--- config.mk ---
export PLATFORM = sky130hd
export DESIGN_NAME = flash_rw_ctrl
export DESIGN_NICKNAME = d
export VERILOG_FILES = /design/src/rtl/flash_rw_pkg.sv /design/src/rtl/fr_bus_dec.sv /design/src/rtl/fr_prot_bit.sv /design/src/rtl/fr_event_ctl.sv /design/src/rtl/flash_rw_ctrl.sv
export SDC_FILE = /design/constraint.sdc
export NUM_CORES = 1
export LEC_CHECK = 0
export BUFFER_PORTS_ARGS = -buffer_cell sky130_fd_sc_hd__buf_2
export CORE_AREA = 2 2 44 63
export DETAILED_ROUTE_END_ITERATION = 10
export DIE_AREA = 0 0 46 65
export GPL_ROUTABILITY_DRIVEN = 0
export PLACE_DENSITY = 0.83
export SYNTH_ARGS = -nofsm -noshare
export SYNTH_HDL_FRONTEND = slang
export SYNTH_SLANG_ARGS = --single-unit
--- constraint.sdc ---
create_clock -name clk_i -period 1 [get_ports clk_i]
set_input_delay 0.15 -clock clk_i [delete_from_list [all_inputs] [get_ports clk_i]]
set_output_delay 0.15 -clock clk_i [all_outputs]
set_load 0.02 [all_outputs]
--- src/rtl/flash_rw_pkg.sv ---
package flash_rw_pkg;

    // How one bus cycle relates to a given register
    typedef enum logic [1:0] {
        ACC_NONE    = 2'd0,  // nothing happened
        ACC_OWN     = 2'd1,  // plain CPU write to this register
        ACC_OWN_ALT = 2'd2,  // tagged (interrupt/DMA) write to this register
        ACC_DISARM  = 2'd3   // some other write or a tagged cycle
    } acc_kind_e;

    typedef struct packed {
        logic armed;
        logic val;
    } prot_bit_t;

    typedef struct packed {
        logic abort;
    } evt_state_t;

endpackage

--- src/rtl/fr_bus_dec.sv ---
module fr_bus_dec
    import flash_rw_pkg::*;
#(
    parameter int AW     = 2,
    parameter int ADDR_A = 0,
    parameter int ADDR_B = 1
) (
    input  logic [AW-1:0] addr_i,
    input  logic          we_i,
    input  logic          alt_i,
    output acc_kind_e     kind_a_o,
    output acc_kind_e     kind_b_o,
    output logic          wr_a_o,
    output logic          wr_b_o
);

    localparam logic [AW-1:0] SEL_A = AW'(ADDR_A);
    localparam logic [AW-1:0] SEL_B = AW'(ADDR_B);

    logic hit_a, hit_b, any_cyc;

    always_comb begin
        hit_a   = we_i && (addr_i == SEL_A);
        hit_b   = we_i && (addr_i == SEL_B);
        any_cyc = we_i || alt_i;

        if (hit_a)        kind_a_o = alt_i ? ACC_OWN_ALT : ACC_OWN;
        else if (any_cyc) kind_a_o = ACC_DISARM;
        else              kind_a_o = ACC_NONE;

        if (hit_b)        kind_b_o = alt_i ? ACC_OWN_ALT : ACC_OWN;
        else if (any_cyc) kind_b_o = ACC_DISARM;
        else              kind_b_o = ACC_NONE;

        wr_a_o = hit_a;
        wr_b_o = hit_b;
    end

endmodule

--- src/rtl/fr_prot_bit.sv ---
module fr_prot_bit
    import flash_rw_pkg::*;
(
    input  logic      clk_i,
    input  logic      rst_ni,
    input  logic      clear_i,
    input  acc_kind_e kind_i,
    input  logic      wbit_i,
    input  logic      set_ok_i,
    output logic      val_o
);

    prot_bit_t st_d, st_q;

    always_comb begin
        st_d = st_q;
        if (clear_i) begin
            st_d = '0;
        end else begin
            case (kind_i)
                ACC_OWN: begin
                    if (!wbit_i) begin
                        st_d.val   = 1'b0;
                        st_d.armed = 1'b1;
                    end else begin
                        if (st_q.armed && set_ok_i) st_d.val = 1'b1;
                        st_d.armed = 1'b0;
                    end
                end
                ACC_OWN_ALT: begin
                    if (!wbit_i) st_d.val = 1'b0;
                    st_d.armed = 1'b0;
                end
                ACC_DISARM: st_d.armed = 1'b0;
                default: ;
            endcase
        end
    end

    always_ff @(posedge clk_i) begin
        if (!rst_ni) st_q <= '0;
        else         st_q <= st_d;
    end

    assign val_o = st_q.val;

endmodule

--- src/rtl/fr_event_ctl.sv ---
module fr_event_ctl
    import flash_rw_pkg::*;
(
    input  logic clk_i,
    input  logic rst_ni,
    input  logic nmi_evt_i,
    input  logic wdt_evt_i,
    input  logic mode_i,
    output logic clear_o,
    output logic abort_o
);

    evt_state_t ev_d, ev_q;

    always_comb begin
        clear_o     = nmi_evt_i || wdt_evt_i;
        ev_d        = ev_q;
        ev_d.abort  = clear_o && mode_i;
    end

    always_ff @(posedge clk_i) begin
        if (!rst_ni) ev_q <= '0;
        else         ev_q <= ev_d;
    end

    assign abort_o = ev_q.abort;

endmodule

--- src/rtl/flash_rw_ctrl.sv ---
module flash_rw_ctrl
    import flash_rw_pkg::*;
#(
    parameter int            DW       = 8,
    parameter int            AW       = 2,
    parameter int            ADDR_A   = 0,
    parameter int            ADDR_B   = 1,
    parameter logic [DW-1:0] PROT_A   = 8'h03,
    parameter logic [DW-1:0] PROT_B   = 8'h01,
    parameter int            MODE_BIT = 0,
    parameter logic [DW-1:0] RST_A    = 8'h80,
    parameter logic [DW-1:0] RST_B    = 8'h20
) (
    input  logic          clk_i,
    input  logic          rst_ni,
    input  logic [AW-1:0] addr_i,
    input  logic          we_i,
    input  logic [DW-1:0] wdata_i,
    output logic [DW-1:0] rdata_o,
    input  logic          alt_master_i,
    input  logic          nmi_pin_i,
    input  logic          nmi_evt_i,
    input  logic          wdt_evt_i,
    input  logic          wait_en_i,
    input  logic          clk_slow_i,
    output logic [DW-1:0] ctrl_a_o,
    output logic [DW-1:0] ctrl_b_o,
    output logic          abort_o
);

    localparam logic [DW-1:0] OPEN_A  = ~PROT_A;
    localparam logic [DW-1:0] OPEN_B  = ~PROT_B;
    localparam logic [DW-1:0] RST_PA  = RST_A & OPEN_A;
    localparam logic [DW-1:0] RST_PB  = RST_B & OPEN_B;
    localparam logic [AW-1:0] SEL_A   = AW'(ADDR_A);
    localparam logic [AW-1:0] SEL_B   = AW'(ADDR_B);

    typedef struct packed {
        logic [DW-1:0] a;
        logic [DW-1:0] b;
    } plain_t;

    acc_kind_e     kind_a, kind_b;
    logic          wr_a, wr_b;
    logic          ev_clear;
    logic          speed_ok;
    logic [DW-1:0] prot_a, prot_b;
    plain_t        pl_d, pl_q;

    fr_bus_dec #(
        .AW     (AW),
        .ADDR_A (ADDR_A),
        .ADDR_B (ADDR_B)
    ) u_dec (
        .addr_i   (addr_i),
        .we_i     (we_i),
        .alt_i    (alt_master_i),
        .kind_a_o (kind_a),
        .kind_b_o (kind_b),
        .wr_a_o   (wr_a),
        .wr_b_o   (wr_b)
    );

    fr_event_ctl u_evt (
        .clk_i     (clk_i),
        .rst_ni    (rst_ni),
        .nmi_evt_i (nmi_evt_i),
        .wdt_evt_i (wdt_evt_i),
        .mode_i    (prot_a[MODE_BIT]),
        .clear_o   (ev_clear),
        .abort_o   (abort_o)
    );

    assign speed_ok = wait_en_i && clk_slow_i;

    // Guarded bits of register A
    for (genvar i = 0; i < DW; i++) begin : g_a
        if (PROT_A[i]) begin : g_prot
            fr_prot_bit u_bit (
                .clk_i    (clk_i),
                .rst_ni   (rst_ni),
                .clear_i  (ev_clear),
                .kind_i   (kind_a),
                .wbit_i   (wdata_i[i]),
                .set_ok_i (nmi_pin_i && ((i != MODE_BIT) || speed_ok)),
                .val_o    (prot_a[i])
            );
        end else begin : g_open
            assign prot_a[i] = 1'b0;
        end
    end

    // Guarded bits of register B
    for (genvar i = 0; i < DW; i++) begin : g_b
        if (PROT_B[i]) begin : g_prot
            fr_prot_bit u_bit (
                .clk_i    (clk_i),
                .rst_ni   (rst_ni),
                .clear_i  (ev_clear),
                .kind_i   (kind_b),
                .wbit_i   (wdata_i[i]),
                .set_ok_i (nmi_pin_i),
                .val_o    (prot_b[i])
            );
        end else begin : g_open
            assign prot_b[i] = 1'b0;
        end
    end

    // Unguarded bits
    always_comb begin
        pl_d = pl_q;
        if (ev_clear) begin
            pl_d.a = RST_PA;
            pl_d.b = RST_PB;
        end else begin
            if (wr_a) pl_d.a = wdata_i & OPEN_A;
            if (wr_b) pl_d.b = wdata_i & OPEN_B;
        end
    end

    always_ff @(posedge clk_i) begin
        if (!rst_ni) begin
            pl_q.a <= RST_PA;
            pl_q.b <= RST_PB;
        end else begin
            pl_q <= pl_d;
        end
    end

    assign ctrl_a_o = pl_q.a | prot_a;
    assign ctrl_b_o = pl_q.b | prot_b;

    always_comb begin
        if (addr_i == SEL_A)      rdata_o = ctrl_a_o;
        else if (addr_i == SEL_B) rdata_o = ctrl_b_o;
        else                      rdata_o = '0;
    end

endmodule

; Yosys cells after proc, flatten, opt, wreduce, memory -nomap -nowiden
; Cells that the tools add are included.
[totals]
output_inout_bits = 25
ff_bits = 20
input_bits = 19
[classes]
eq_ne = 13
bitwise_logic = 3
n_mux = 20
reduce_logical = 21
[ops]
columns = op, n
row1 = $mux W8, 2
row2 = $mux W2, 7
row3 = $pmux W1 S2, 6
row4 = $ne A3 B2 Y1 const B, 3
row5 = $reduce_and A3 Y1, 3
row6 = $eq A2 B2 Y1 const B, 4
row7 = $logic_and A1 B1 Y1, 8
row8 = $or A8 B1 Y8, 1
row9 = $or A8 B2 Y8, 1
row10 = $reduce_bool A2 Y1, 4
row11 = $eq A2 B1 Y1 const B, 3
row12 = $ne A2 B2 Y1 const B, 3
row13 = $reduce_or A2 Y1, 3
row14 = $mux W1, 5
row15 = $logic_not A2 Y1, 1
row16 = $logic_or A1 B1 Y1, 2
row17 = $not A1 Y1, 1

; Logic depth before layout (Yosys ltp)
[depth]
word_depth = 6
ltp_mapped = 5
ltp_nobuf = 3

; Hierarchy
; A second synthesis with hierarchy kept.
[unflattened]
cells_unflattened = 107
area_unflattened_um2 = 1026.0
[modules_own_cells]
columns = module, cells_per_inst, seq_area_each_um2, area_per_inst_um2, n_inst
row1 = flash_rw_ctrl, 62, 260.2, 623.1, 1
row2 = fr_prot_bit, 10, 40.0, 93.8, 3
row3 = fr_bus_dec, 12, 0.0, 85.1, 1
row4 = fr_event_ctl, 3, 20.0, 36.3, 1

; Least setup slack after synthesis
; No wires, ideal clock.
[synth_path]
path_type = in2reg
start = input addr_i[0]
end = register pl_q[15] in the netlist's numbering
cell_stages = 5
setup_time_ps = 128
arrival_ps = 916
required_time_ps = 872
path_slack_ps = -44
cell_sequence = buf_6 nor3b_4 buf_6 mux2i_1 nand3_1
[synth_via]
elab_chain_len = 2
[synth_rtl]
columns = element, line_no
row1 = start: declaration, flash_rw_ctrl.sv:16  ; input logic [AW-1:0] addr_i,
row2 = $logic_not A2 Y1, fr_bus_dec.sv:23  ; hit_a = we_i && (addr_i == SEL_A);
row3 = $logic_and A1 B1 Y1, fr_bus_dec.sv:23
row4 = end signal: assignment, flash_rw_ctrl.sv:127  ; pl_q <= pl_d;
row5 = end: declaration, flash_rw_ctrl.sv:48  ; plain_t pl_d, pl_q;
; No other way between the ends.
; A chain may end at the register's enable or synchronous reset.

; Worst setup path in the final report
[layout_path]
start = register pl_q[14] in the netlist's numbering
end = output rdata_o[6]
[layout_via]
elab_chain_len = 2
[layout_rtl]
columns = element, line_no
row1 = $or A8 B2 Y8, flash_rw_ctrl.sv:131  ; assign ctrl_a_o = pl_q.a | prot_a;
row2 = $mux W8, flash_rw_ctrl.sv:135  ; if (addr_i == SEL_A) rdata_o = ctrl_a_o;
row3 = end: declaration, flash_rw_ctrl.sv:19  ; output logic [DW-1:0] rdata_o,
; No other way between the ends.

==> results.tsv <==
stage	metric	value	unit
sta	slew_viol_final	0	
global_routing	antenna_found_initial	0	
logic_synthesis	netlist_area	957	um^2
critical_path	startpoint_type	register	
drt	routed_via_density	4.92	
floorplanning	start_util	38.6	%
logic_synthesis	async_reset_ff_share	0	%
logic_synthesis	syn_avg_cell_area	9.97	um^2
placed_design	hpwl	1800	um
sta	final.period_utilization	118	%
clock_tree	clk_latency	0.29	ns
clock_tree	cts_tree	yes	
global_routing	first_global_vias	951	
logic_synthesis	synth.distinct_cells	25	
floorplanning	dieArea	2990	um^2
logic_synthesis	seq_area_frac_synth	41.8	%
outcome	status	complete, but fails checks	
power_and_ir_drop	powerDensity	1060	nW/um^2
drt	drt_iter0_markers	17	
global_routing	grt.overflow.total	0	
sta	hold_viol	0	
logic_synthesis	synth_edf_count	0	
final_layout	fin_cells	187	
logic_synthesis	synthTopCellsByArea	dfxtp_1, mux2i_1, nor2_1	
critical_path	arrival	1.03	ns
logic_synthesis	syn_inst	96	
logic_synthesis	ys_seq_elements	20	
drt	ant_nets	0	
sta	timing.slew.headroom	87.9	%
critical_path	r2r_cells	4	
final_layout	postLayoutCellArea	1580	um^2
sta	worstMarginPinSlew	0.176	ns
outcome	violations	negative setup slack	
clock_tree	cts_sinks	20	
clock_tree	clockBufferDepth	2	
final_layout	antenna_cells	0	
critical_path	crit_buf_inv	1	
clock_tree	h-tree-depth	1	
drt	wl_per_cell	14.3	um
critical_path	crit_fanout	2	
critical_path	cp_top_family	flip-flops	
drt	first_pass_iters	4	
final_layout	nNetsFinal	183	
power_and_ir_drop	ir_drop	680	uV
critical_path	slowest_stage	dfxtp_2	
floorplanning	num_rows	22	
floorplanning	die_y	65	um
global_routing	grt_usage	19.1	%
logic_synthesis	ys_warn_count	0	
min_path	hold_path.class	in2reg	
logic_synthesis	synth_top_area_cell	dfxtp_1	
placed_design	place_area	1220	um^2
flow_run	cap_violations	0	
sta	hold_ws	0.0689	ns
sta	fin_crit	1.18	ns
global_routing	grt_max_degree	18	
clock_tree	cts_hold_buffers	0	
sta	fmax	0.850	GHz
drt	wirelength	2680	um
critical_path	cp.required	0.85	ns
logic_synthesis	yosysMostFrequentCell	nor2_1	
power_and_ir_drop	power_leakage	0.000765	uW
logic_synthesis	synth_flop_cell	dfxtp_1	
sta	rsz0062_at_grt	yes	
placed_design	dp.cells	166	
clock_tree	root_buffer	clkbuf_4	
clock_tree	cts-buffers-inserted	3	
placed_design	port_buffers	43	
sta	skew	0.000453	ns
final_layout	layout-drive-gt1-share	58.9	%
min_path	min_path_cells	2	
drt	drc	0	
sta	setup_violations	22	
sta	setup_ws	-0.176	ns
clock_tree	clk_pin_slew	0.12	ns
critical_path	path_cells	mux2i_1, nor2_1, buf_2	
critical_path	path_depth	3	
critical_path	end_kind	output port	
drt	num_vias	920	
floorplanning	coreArea	2480	um^2
logic_synthesis	syn_nets	115	
logic_synthesis	ys_top_cells_by_count	nor2_1, mux2i_1, dfxtp_1, buf_6, buf_4	
final_layout	synthToLayoutAreaGrowth	65.0	%
critical_path	criticalPathCategory	reg2out	
global_routing	grt_first_pass_wirelength	4170	um
critical_path	max_stage_delay	0.36	ns
logic_synthesis	synth_top_area_share	41.8	%
floorplanning	boundaryPins	44	
floorplanning	die_x	46	um
## registers in the layout, indices dropped and copies added, names as in the netlist
| register | flops |
|---|---|
| g_b.g_prot.u_bit.st_q | 1 |
| pl_q | 13 |
| g_a.g_prot.u_bit.st_q | 2 |
| u_evt.abort_o | 1 |
| g_a.g_prot.u_bit.val_o | 2 |
| g_b.g_prot.u_bit.val_o | 1 |
## cells in the final DEF, fill, tap and decap left out, types with 2 or more instances in the layout
cell type,count
buf_2,22
buf_4,21
buf_6,27
clkbuf_4,3
dfxtp_1,4
dfxtp_2,16
inv_1,2
mux2i_1,21
nand2_1,2
nand2b_1,2
nand3_1,2
nand3b_1,2
nor2_1,22
nor3b_1,2
## worst paths after layout
check,startpoint,end,slack [ns]
min reg2reg,g_a[0].g_prot.u_bit.st_q[1],g_a[0].g_prot.u_bit.st_q[1],0.51
max reg2reg,g_b[0].g_prot.u_bit.val_o,g_b[0].g_prot.u_bit.val_o,0.07
max,pl_q[14],rdata_o[6],-0.18
min,rst_ni,pl_q[15],0.07
## per-layer routing
metal | share of wire, % | vias up | global-route usage [%]
met5 | 0 | - | 0
met4 | 0.86 | 0 | 7.14
met3 | 2.2 | 2 | 1.67
met2 | 58 | 24 | 35.9
met1 | 39 | 434 | 20.3
li1 | - | 460 | -
## cells by family (layout without fill, tap and decap cells)
family,after synthesis,after routing,share of synthesized area (%)
compound gates,7,7,6.93
mux,21,21,22.0
buf+inv,10,77,8.37
simple gates,38,38,20.9
flops,20,20,41.8
## what timing repair did
action,4_1_cts,5_1_grt
resized for setup,60,5
setup endpoints to repair,13,24
setup buffers,14,4
## final cells by class
| class | instances | area (um^2) |
|---|---|---|
| Sequential cell | 20 | 420 |
| Clock inverter | 1 | 30.0 |
| Tap cell | 24 | 30.0 |
| Fill cell | 202 | 898 |
| Timing Repair Buffer | 71 | 592 |
| Multi-Input combinational cell | 66 | 477 |
| Inverter | 2 | 7.51 |
| Clock buffer | 3 | 22.5 |
## where the power goes
group          internal [uW]  switching (uW)  leakage, uW
sequential               800            2.82     0.000167
combinational            104             105     0.000570
clock                    405             254    0.0000279
total                   1310             362     0.000765
## metrics by stage
| stage | utilization, % | setup TNS [ns] | total power (uW) | setup slack [ns] |
|---|---|---|---|---|
| floorplan | - | -0.0104 | 929 | -0.0104 |
| global placement | 49.4 | -0.221 | 1010 | -0.0445 |
| detailed placement | 49.4 | -0.585 | 1010 | -0.106 |
| CTS | 62.4 | -1.24 | 1660 | -0.129 |
| global route | 63.7 | -2.45 | 1730 | -0.219 |
| finish | 63.7 | -1.44 | 1670 | -0.176 |
No activity file was read; power rests on OpenSTA's default activity.
